### config.mk
export PLATFORM = sky130hd
export DESIGN_NAME = fxdiv_dual
export DESIGN_NICKNAME = d
export VERILOG_FILES = /design/src/rtl/fxdiv_pkg.sv /design/src/rtl/fxdiv_step.sv /design/src/rtl/fxdiv_core.sv /design/src/rtl/fxdiv_pack.sv /design/src/rtl/fxdiv_dual.sv
export SDC_FILE = /design/constraint.sdc
export NUM_CORES = 1
export LEC_CHECK = 0
export BUFFER_PORTS_ARGS = -buffer_cell sky130_fd_sc_hd__buf_2
export CAP_MARGIN = 10
export CORE_MARGIN = 3
export CORE_UTILIZATION = 60
export CTS_BUF_LIST = sky130_fd_sc_hd__clkbuf_4 sky130_fd_sc_hd__clkbuf_8
export CTS_CLUSTER_SIZE = 10
export DETAILED_ROUTE_END_ITERATION = 8
export PLACE_DENSITY = 0.82
export SKIP_CTS_REPAIR_TIMING = 1
export SYNTH_ARGS = -nofsm -noshare
export SYNTH_HDL_FRONTEND = slang
export SYNTH_SLANG_ARGS = --single-unit
### constraint.sdc
create_clock -name clk -period 4.3 [get_ports clk]
set_clock_uncertainty 0.05 [all_clocks]
set_input_delay 0.43 -clock clk [delete_from_list [all_inputs] [get_ports clk]]
set_output_delay 0.43 -clock clk [all_outputs]
set_load 0.03 [all_outputs]
### src/rtl/fxdiv_pkg.sv
package fxdiv_pkg;
   typedef enum logic {
      FMT_TRUNC = 1'b0,
      FMT_FLOOR = 1'b1
   } fxdiv_fmt_e;
endpackage

### src/rtl/fxdiv_step.sv
module fxdiv_step #(
   parameter int DW = 16
) (
   input  logic [DW-1:0] rem_in,
   input  logic          bit_in,
   input  logic [DW-1:0] mag_div,
   output logic [DW-1:0] rem_out,
   output logic          q_bit
);
   logic [DW:0] shifted;
   logic [DW:0] diff;

   always_comb begin
      shifted = {rem_in, bit_in};
      diff    = shifted - {1'b0, mag_div};
      q_bit   = ~diff[DW];
      rem_out = q_bit ? diff[DW-1:0] : shifted[DW-1:0];
   end
endmodule

### src/rtl/fxdiv_core.sv
module fxdiv_core #(
   parameter int DW = 16,
   parameter int FW = 16
) (
   input  logic          clk,
   input  logic          rst_n,
   input  logic          start,
   input  logic [DW-1:0] dividend,
   input  logic [DW-1:0] divisor,
   output logic          busy,
   output logic          done,
   output logic          dbz,
   output logic          neg,
   output logic [DW-1:0] int_mag,
   output logic [FW-1:0] frac_mag
);
   localparam int ITER = DW + FW;
   localparam int CW   = $clog2(ITER + 1);
   localparam logic [CW-1:0] LAST = CW'(ITER - 1);

   function automatic logic [DW-1:0] mag_of(input logic [DW-1:0] v);
      return v[DW-1] ? (~v + 1'b1) : v;
   endfunction

   logic            busy_q, done_q, dbz_q, neg_q;
   logic [CW-1:0]   cnt_q;
   logic [DW-1:0]   rem_q, mag_div_q;
   logic [ITER-1:0] num_q;
   logic [DW-1:0]   rem_nxt;
   logic            q_bit;
   logic            accept;

   assign accept = start && !busy_q;

   fxdiv_step #(.DW(DW)) u_step (
      .rem_in (rem_q),
      .bit_in (num_q[ITER-1]),
      .mag_div(mag_div_q),
      .rem_out(rem_nxt),
      .q_bit  (q_bit)
   );

   always_ff @(posedge clk or negedge rst_n) begin
      if (!rst_n) begin
         busy_q    <= 1'b0;
         done_q    <= 1'b0;
         dbz_q     <= 1'b0;
         neg_q     <= 1'b0;
         cnt_q     <= '0;
         rem_q     <= '0;
         mag_div_q <= '0;
         num_q     <= '0;
      end else begin
         done_q <= 1'b0;
         if (accept) begin
            rem_q <= '0;
            cnt_q <= '0;
            if (divisor == '0) begin
               dbz_q     <= 1'b1;
               done_q    <= 1'b1;
               neg_q     <= 1'b0;
               num_q     <= '0;
               mag_div_q <= '0;
            end else begin
               dbz_q     <= 1'b0;
               busy_q    <= 1'b1;
               neg_q     <= dividend[DW-1] ^ divisor[DW-1];
               num_q     <= {mag_of(dividend), {FW{1'b0}}};
               mag_div_q <= mag_of(divisor);
            end
         end else if (busy_q) begin
            rem_q <= rem_nxt;
            num_q <= {num_q[ITER-2:0], q_bit};
            cnt_q <= cnt_q + 1'b1;
            if (cnt_q == LAST) begin
               busy_q <= 1'b0;
               done_q <= 1'b1;
            end
         end
      end
   end

   assign busy     = busy_q;
   assign done     = done_q;
   assign dbz      = dbz_q;
   assign neg      = neg_q;
   assign int_mag  = num_q[ITER-1:FW];
   assign frac_mag = num_q[FW-1:0];

   assert_done_pulse_R2: assert property (@(posedge clk) disable iff (!rst_n)
      done_q |=> !done_q);
   assert_busy_on_start_R2: assert property (@(posedge clk) disable iff (!rst_n)
      (start && !busy_q && divisor != '0) |=> busy_q);
   assert_operands_held_R3: assert property (@(posedge clk) disable iff (!rst_n)
      (busy_q && $past(busy_q)) |-> $stable(mag_div_q));
endmodule

### src/rtl/fxdiv_pack.sv
module fxdiv_pack #(
   parameter int DW = 16,
   parameter int FW = 16
) (
   input  logic          neg,
   input  logic [DW-1:0] int_mag,
   input  logic [FW-1:0] frac_mag,
   output logic [DW:0]   int_trunc,
   output logic [FW:0]   frac_trunc,
   output logic [DW:0]   int_floor,
   output logic [FW-1:0] frac_floor,
   output logic [DW+FW:0] word_trunc,
   output logic [DW+FW:0] word_floor
);
   logic adjust;

   always_comb begin
      int_trunc  = neg ? -{1'b0, int_mag}  : {1'b0, int_mag};
      frac_trunc = neg ? -{1'b0, frac_mag} : {1'b0, frac_mag};
      adjust     = neg && (frac_mag != '0);
      int_floor  = int_trunc - {{DW{1'b0}}, adjust};
      frac_floor = adjust ? (~frac_mag + 1'b1) : frac_mag;
   end

   generate
      if (DW + FW + 1 == (DW + 1) + FW) begin : g_layout
         assign word_trunc = {int_trunc[DW-1:0], frac_trunc};
         assign word_floor = {int_floor, frac_floor};
      end
   endgenerate
endmodule

### src/rtl/fxdiv_dual.sv
module fxdiv_dual #(
   parameter int DW = 16,
   parameter int FW = 16
) (
   input  logic            clk,
   input  logic            rst_n,
   input  logic            start,
   input  logic            floor_mode,
   input  logic [DW-1:0]   dividend,
   input  logic [DW-1:0]   divisor,
   output logic            busy,
   output logic            done,
   output logic            div_by_zero,
   output logic [DW+FW:0]  result
);
   import fxdiv_pkg::*;

   localparam int OW = DW + FW + 1;

   generate
      if (DW < 2 || FW < 1) begin : g_bad_width
         $error("fxdiv_dual: DW must be at least 2 and FW at least 1");
      end
   endgenerate

   logic          neg;
   logic [DW-1:0] int_mag;
   logic [FW-1:0] frac_mag;
   logic [DW:0]   int_trunc, int_floor;
   logic [FW:0]   frac_trunc;
   logic [FW-1:0] frac_floor;
   logic [OW-1:0] word_trunc, word_floor;
   fxdiv_fmt_e    fmt;

   assign fmt = fxdiv_fmt_e'(floor_mode);

   fxdiv_core #(.DW(DW), .FW(FW)) u_core (
      .clk     (clk),
      .rst_n   (rst_n),
      .start   (start),
      .dividend(dividend),
      .divisor (divisor),
      .busy    (busy),
      .done    (done),
      .dbz     (div_by_zero),
      .neg     (neg),
      .int_mag (int_mag),
      .frac_mag(frac_mag)
   );

   fxdiv_pack #(.DW(DW), .FW(FW)) u_pack (
      .neg       (neg),
      .int_mag   (int_mag),
      .frac_mag  (frac_mag),
      .int_trunc (int_trunc),
      .frac_trunc(frac_trunc),
      .int_floor (int_floor),
      .frac_floor(frac_floor),
      .word_trunc(word_trunc),
      .word_floor(word_floor)
   );

   always_comb begin
      if (div_by_zero)           result = '0;
      else if (fmt == FMT_FLOOR) result = word_floor;
      else                       result = word_trunc;
   end

   assert_zero_on_dbz_R8: assert property (@(posedge clk) disable iff (!rst_n)
      (done && div_by_zero) |-> (result == '0 && !busy));
   assert_busy_ends_done_R2: assert property (@(posedge clk) disable iff (!rst_n)
      $fell(busy) |-> done);
   assert_modes_agree_R6: assert property (@(posedge clk) disable iff (!rst_n)
      (done && !div_by_zero) |->
      ($signed({int_floor, frac_floor}) ==
       $signed({int_trunc, {FW{1'b0}}}) + $signed({{DW{frac_trunc[FW]}}, frac_trunc})));
endmodule

Word-level counts from Yosys, hierarchy flattened
Index checks and enable logic that the tools add are counted.
{"block": "word_totals", "register_bits": 74, "in_bits": 36, "output_inout_bits": 36, "elab_cells": 54}
{"block": "op_classes", "add_sub_neg": 8, "n_eq_ne": 2, "mux": 25, "bitwise": 5, "reduce_logical": 6}
{"op": "$mux W16", "count": 7}
{"op": "$mux W32", "count": 3}
{"op": "$mux W33", "count": 2}
{"op": "$add A16 B1 Y16 const B", "count": 3}
{"op": "$not A16 Y16", "count": 3}
{"op": "$mux W17", "count": 2}
{"op": "$neg A16 Y17", "count": 2}
{"op": "$sub A17 B1 Y17", "count": 1}
{"op": "$sub A17 B16 Y17", "count": 1}
{"op": "$logic_not A16 Y1", "count": 1}
{"op": "$reduce_bool A16 Y1", "count": 1}
{"op": "$mux W6", "count": 2}
{"op": "$mux W1", "count": 9}
{"op": "$add A6 B1 Y6 const B", "count": 1}
{"op": "$eq A6 B5 Y1 const B", "count": 1}
{"op": "$logic_and A1 B1 Y1", "count": 2}
{"op": "$ne A2 B2 Y1 const B", "count": 1}
{"op": "$reduce_bool A2 Y1", "count": 1}
{"op": "$logic_not A1 Y1", "count": 1}
{"op": "$not A1 Y1", "count": 1}
{"op": "$xor A1 B1 Y1", "count": 1}

Longest topological paths before layout
{"block": "depth", "depth_word": 5, "ltp_mapped": 14, "depth_no_buf": 13}

Hierarchy
From an unflattened synthesis, not the netlist that was laid out.
{"block": "hier_totals", "cells_unflattened": 791, "hier_area_um2": 6939.2}
{"mod": "fxdiv_core", "n_inst": 1, "cells_per_inst": 312, "area_each_um2": 3394.5, "seq_area_each_um2": 1851.8}
{"mod": "fxdiv_pack", "n_inst": 1, "cells_per_inst": 277, "area_each_um2": 1993.2, "seq_area_each_um2": 0.0}
{"mod": "fxdiv_step", "n_inst": 1, "cells_per_inst": 128, "area_each_um2": 1009.7, "seq_area_each_um2": 0.0}
{"mod": "fxdiv_dual", "n_inst": 1, "cells_per_inst": 74, "area_each_um2": 541.8, "seq_area_each_um2": 0.0}

Least setup slack after synthesis
No wires, ideal clock.
{"block": "synth_timing", "kind": "register -> output", "from": "register u_core.neg_q (netlist: u_core.neg)", "to": "output port result[29]", "arrival_ns": 3.930, "required_time_ns": 3.820, "path_slack_ns": -0.110, "path_stages_with_launch": 11, "n_path_buf": 4, "path_cell_list": "dfrtp_1 > clkbuf_1 > buf_1 > clkbuf_1 > o31a_1 > ha_1 > nand4_1 > or4_4 > buf_6 > o311a_1 > a2111oi_1"}
{"block": "synth_via", "elab_chain_len": 4, "elab_cells_between_ends": 5, "classes_between": "add/sub: 1; mux: 3; reduce/logical: 1"}
{"item": "start: declaration", "line_no": "fxdiv_core.sv:25", "source": "logic busy_q, done_q, dbz_q, neg_q;"}
{"item": "start signal: assignment", "line_no": "fxdiv_core.sv:67", "source": "neg_q <= dividend[DW-1] ^ divisor[DW-1];"}
{"item": "$mux W17 / $logic_and A1 B1 Y1 (equally long branches)", "line_no": "fxdiv_pack.sv:18, fxdiv_pack.sv:20"}
{"item": "$sub A17 B1 Y17", "line_no": "fxdiv_pack.sv:21", "source": "int_floor = int_trunc - {{DW{1'b0}}, adjust};"}
{"item": "$mux W33 *", "line_no": "fxdiv_dual.sv:65", "source": "else if (fmt == FMT_FLOOR) result = word_floor;"}
{"item": "$mux W33 *", "line_no": "fxdiv_dual.sv:64", "source": "if (div_by_zero) result = '0;"}
{"item": "end: declaration", "line_no": "fxdiv_dual.sv:14", "source": "output logic [DW+FW:0] result"}
Mark *: on every way between the ends. The rest lies on a longest branch, timed or not.

Worst setup path after layout
{"block": "layout_timing", "from": "register u_core.num_q[1]", "to": "output port result[28]"}
{"block": "layout_via", "elab_chain_len": 5}
{"item": "start: declaration", "line_no": "fxdiv_core.sv:28", "source": "logic [ITER-1:0] num_q;"}
{"item": "start signal: assignment", "line_no": "fxdiv_core.sv:68", "source": "num_q <= {mag_of(dividend), {FW{1'b0}}};"}
{"item": "start signal: assignment", "line_no": "fxdiv_core.sv:73", "source": "num_q <= {num_q[ITER-2:0], q_bit};"}
{"item": "$reduce_bool A16 Y1", "line_no": "fxdiv_pack.sv:20", "source": "adjust = neg && (frac_mag != '0);"}
{"item": "$logic_and A1 B1 Y1", "line_no": "fxdiv_pack.sv:20"}
{"item": "$sub A17 B1 Y17", "line_no": "fxdiv_pack.sv:21"}
{"item": "$mux W33", "line_no": "fxdiv_dual.sv:65"}
{"item": "$mux W33", "line_no": "fxdiv_dual.sv:64"}
Every way passes these cells.

==> load_flow_metrics.sql <==
INSERT INTO impl_metrics (metric_group, metric, value, unit) VALUES
('finish', 'layout.cells.most_common_list', 'sky130_fd_sc_hd__nand2_1 (112), sky130_fd_sc_hd__dfrtp_1 (73), sky130_fd_sc_hd__buf_2 (69)', ''),
('drt', 'vias_per_cell', '6.21', ''),
('place', 'finalWeightedCongestion', '0.905', ''),
('timing', 'slew_headroom', '38.7', '%'),
('power', 'power_frac_clock', '8.7', '%'),
('power', 'power.ir.vdd_worst', '0.471', 'mV'),
('finish', 'synthesis_to_layout_area_growth', '9.70', '%'),
('logic_synthesis', 'synth-edff-count', '0', ''),
('drt', 'drt_wl_total', '14800', 'um'),
('setup_path', 'path_delay_family', 'simple AND/OR/NAND/NOR gates', ''),
('status', 'status', 'finished, final reports clean', ''),
('drt', 'post-route-drc-count', '0', ''),
('timing', 'final_min_period_over_clock_period', '94.5', '%'),
('floorplan', 'std_cell_rows', '35', ''),
('setup_path', 'critPathMostFrequentCell', 'sky130_fd_sc_hd__ha_1', ''),
('logic_synthesis', 'post_synth_inst_count', '769', ''),
('finish', 'number_of_inserted_diodes', '0', ''),
('logic_synthesis', 'synth_cell_types', '61', ''),
('power', 'intPower', '0.00301', 'W'),
('setup_path', 'critPathRequiredTime', '3820', 'ps'),
('floorplan', 'initial_utilization', '63.5', '%'),
('power', 'p_sw_share', '52.5', '%'),
('setup_path', 'rrSetupSlack', '1080', 'ps'),
('finish', 'fin_nets', '867', ''),
('global_route', 'grt_remaining_overflow', '0', ''),
('timing', 'final-hold-violation-count', '0', ''),
('clocking', 'htree_num_levels', '3', ''),
('floorplan', 'dieArea', '11300', 'um2'),
('clocking', 'cts.sinks', '74', ''),
('timing', 'drv_slew', '0', ''),
('run', 'cap_viol_max_count', '0', ''),
('power', 'p_leak', '2.95', 'nW'),
('logic_synthesis', 'post_synth.cell_area_avg', '7.85', 'um2'),
('setup_path', 'timing.setup.critical_path_class', 'reg2out', ''),
('floorplan', 'core_area', '9500', 'um2'),
('setup_path', 'endpoint_kind', 'output port', ''),
('setup_path', 'worstRegToRegCells', '11', ''),
('power', 'power.total', '0.00634', 'W'),
('clocking', 'clkLatencyLatePin', '350', 'ps'),
('clocking', 'clkTransAtPathRegs', '80', 'ps'),
('power', 'comb_power_share', '68.3', '%'),
('floorplan', 'die_height', '106', 'um'),
('power', 'powerDensity', '957', 'nW/um2'),
('power', 'share_seq_of_total_power', '23.0', '%'),
('logic_synthesis', 'ys.flop_type', 'sky130_fd_sc_hd__dfrtp_1', ''),
('timing', 'highest_attainable_clock_frequency', '246', 'MHz'),
('floorplan', 'dieWidth', '106', 'um'),
('clocking', 'clockBufferDepth', '2', ''),
('finish', 'mostFrequentLayoutCell', 'sky130_fd_sc_hd__nand2_1', ''),
('drt', 'detailedRoute.firstIterationViolations', '487', ''),
('power', 'power.switching', '0.00333', 'W'),
('global_route', 'grt_first_pass_wirelength', '25100', 'um'),
('hold_path', 'hold_path_class', 'in2async', ''),
('setup_path', 'crit_path_start_kind', 'flop', ''),
('timing', 'worst-slew-pin-transition', '919', 'ps'),
('setup_path', 'crit_path_cells', 'inv_1 > ha_1 > or4b_4 > nor2_2 > nand2_1 > o31a_1 > ha_1 > ha_1 > nand4_1 > or3_4 > nor4_1 > a31o_2 > nor3_1 > buf_4', ''),
('clocking', 'cts_root_buf', 'sky130_fd_sc_hd__clkbuf_8', ''),
('logic_synthesis', 'asyncSetResetFlopFracSynth', '100', '%'),
('global_route', 'largest_net_degree_at_the_start_of_global_routing', '97', ''),
('setup_path', 'timing.critical_path.buf_inv', '2', ''),
('floorplan', 'io_pins', '72', ''),
('logic_synthesis', 'synth-seq-area-share', '30.7', '%'),
('clocking', 'numCtsBuffers', '9', ''),
('timing', 'finalSetupViolCount', '0', ''),
('timing', 'unrepaired_setup_endpoints_after_global_routing', 'no', ''),
('clocking', 'clock_tree_from_tritoncts', 'done', ''),
('timing', 'fin_setup_tns', '0', 'ps'),
('setup_path', 'worst-path-max-fanout', '6', ''),
('logic_synthesis', 'yosysWarningCount', '0', ''),
('logic_synthesis', 'ffs_latches_synth', '74', ''),
('setup_path', 'timing.critical_path.slowest_stage_cell', 'sky130_fd_sc_hd__or4b_4', '');
==> worst max-delay path by stage <==
stage | slack [ps] | to | from | depth (start not counted)
6_report | 240 | result[28] | u_core.num_q[1]$_DFFE_PN0P_ | 14
4_1_cts | -3 | result[28] | u_core.num_q[1]$_DFFE_PN0P_ | 14
3_3_place_gp | 490 | result[28] | u_core.num_q[1]$_DFFE_PN0P_ | 14
3_5_place_dp | 390 | result[28] | u_core.num_q[0]$_DFFE_PN0P_ | 14
5_1_grt | 20 | result[29] | u_core.num_q[1]$_DFFE_PN0P_ | 12
2_1_floorplan | 260 | result[28] | u_core.num_q[1]$_DFFE_PN0P_ | 14
==> routing by layer <==
layer,vias up,routed length (um),global-route usage (%),part of all wire [%]
met4,0,133,6.85,0.90
met5,-,0,0,0
met2,208,7010,43.6,47
li1,2863,-,-,-
met1,2761,6870,37.2,46
met3,15,797,3.28,5.4
==> layout make-up <==
| class | count | area (um2) |
|---|---|---|
| well taps | 129 | 161 |
| clock buffers | 11 | 145 |
| clock inverters | 5 | 55.1 |
| multi-input cells | 606 | 3850 |
| repair buffers | 79 | 420 |
| flip-flops and latches | 74 | 1850 |
| inverters | 37 | 139 |
| fillers | 785 | 2880 |
==> sequential cells by signal, summed over array words and instances (netlist names) <==
register	cells
u_core.busy	1
u_core.cnt_q	6
u_core.dbz	1
u_core.done	1
u_core.mag_div_q	16
u_core.neg	1
u_core.num_q	32
u_core.rem_q	16
==> Yosys cell counts, drive strengths merged, types with 3 or more instances <==
cell type | number | area (um2)
a211o | 3 | 26.3
a211oi | 5 | 37.5
a21o | 6 | 45.0
a21oi | 42 | 210
a22oi | 5 | 37.5
a2bb2oi | 5 | 43.8
a311oi | 4 | 35.0
a31o | 4 | 35.0
a31oi | 3 | 18.8
and3 | 7 | 43.8
and4 | 3 | 26.3
buf | 8 | 55.1
clkbuf | 44 | 165
dfrtp | 74 | 1850
ha | 23 | 288
inv | 36 | 135
mux2i | 13 | 130
nand2 | 112 | 420
nand2b | 12 | 75.1
nand3 | 24 | 120
nand3b | 3 | 22.5
nand4 | 11 | 68.8
nor2 | 54 | 203
nor2b | 6 | 37.5
nor3 | 17 | 90.1
nor3b | 5 | 37.5
nor4 | 9 | 56.3
o211ai | 5 | 37.5
o21ai | 64 | 320
o221ai | 11 | 96.3
o311ai | 5 | 43.8
o31ai | 30 | 239
o41ai | 9 | 93.8
or2 | 5 | 31.3
or3 | 13 | 81.3
or4 | 9 | 71.3
xnor2 | 21 | 184
xor2 | 38 | 333
==> stage by stage <==
| step | util, % | instances | worst slack (ps) | hold slack [ps] | instance area, um2 |
|---|---|---|---|---|---|
| detailed placement | 67.3 | 924 | 390 | 422 | 6390 |
| floorplan | - | 769 | 263 | 84.4 | 6040 |
| CTS | 69.4 | 940 | -2.97 | 181 | 6590 |
| global route | 69.7 | 941 | 15.2 | 225 | 6620 |
| finish | 69.7 | 941 | 235 | 151 | 6620 |
| global placement | 67.3 | 924 | 494 | 414 | 6390 |
==> power by group through the flow <==
| stage | Clock [W] | Combinational, W | Sequential [W] |
|---|---|---|---|
| 2_1_floorplan | 0 | 0.00345 | 0.00130 |
| 3_3_place_gp | 0 | 0.00409 | 0.00143 |
| 3_5_place_dp | 0 | 0.00427 | 0.00146 |
| 4_1_cts | 0.000558 | 0.00427 | 0.00145 |
| 5_1_grt | 0.000588 | 0.00482 | 0.00152 |
| 6_report | 0.000549 | 0.00433 | 0.00146 |
==> logic make-up (layout without fill, tap and decap cells) <==
group,after synthesis,after routing,synth area share (%)
AND/OR/NAND/NOR,295,295,23.6
AO/OA/AOI/OAI,215,215,23.9
buffers and inverters,89,132,5.95
flip-flops,74,74,30.7
XOR/XNOR,59,59,8.56
adder cells (fa/ha/maj),24,24,5.10
multiplexers,13,13,2.16
(Power assumes the default switching activity.)
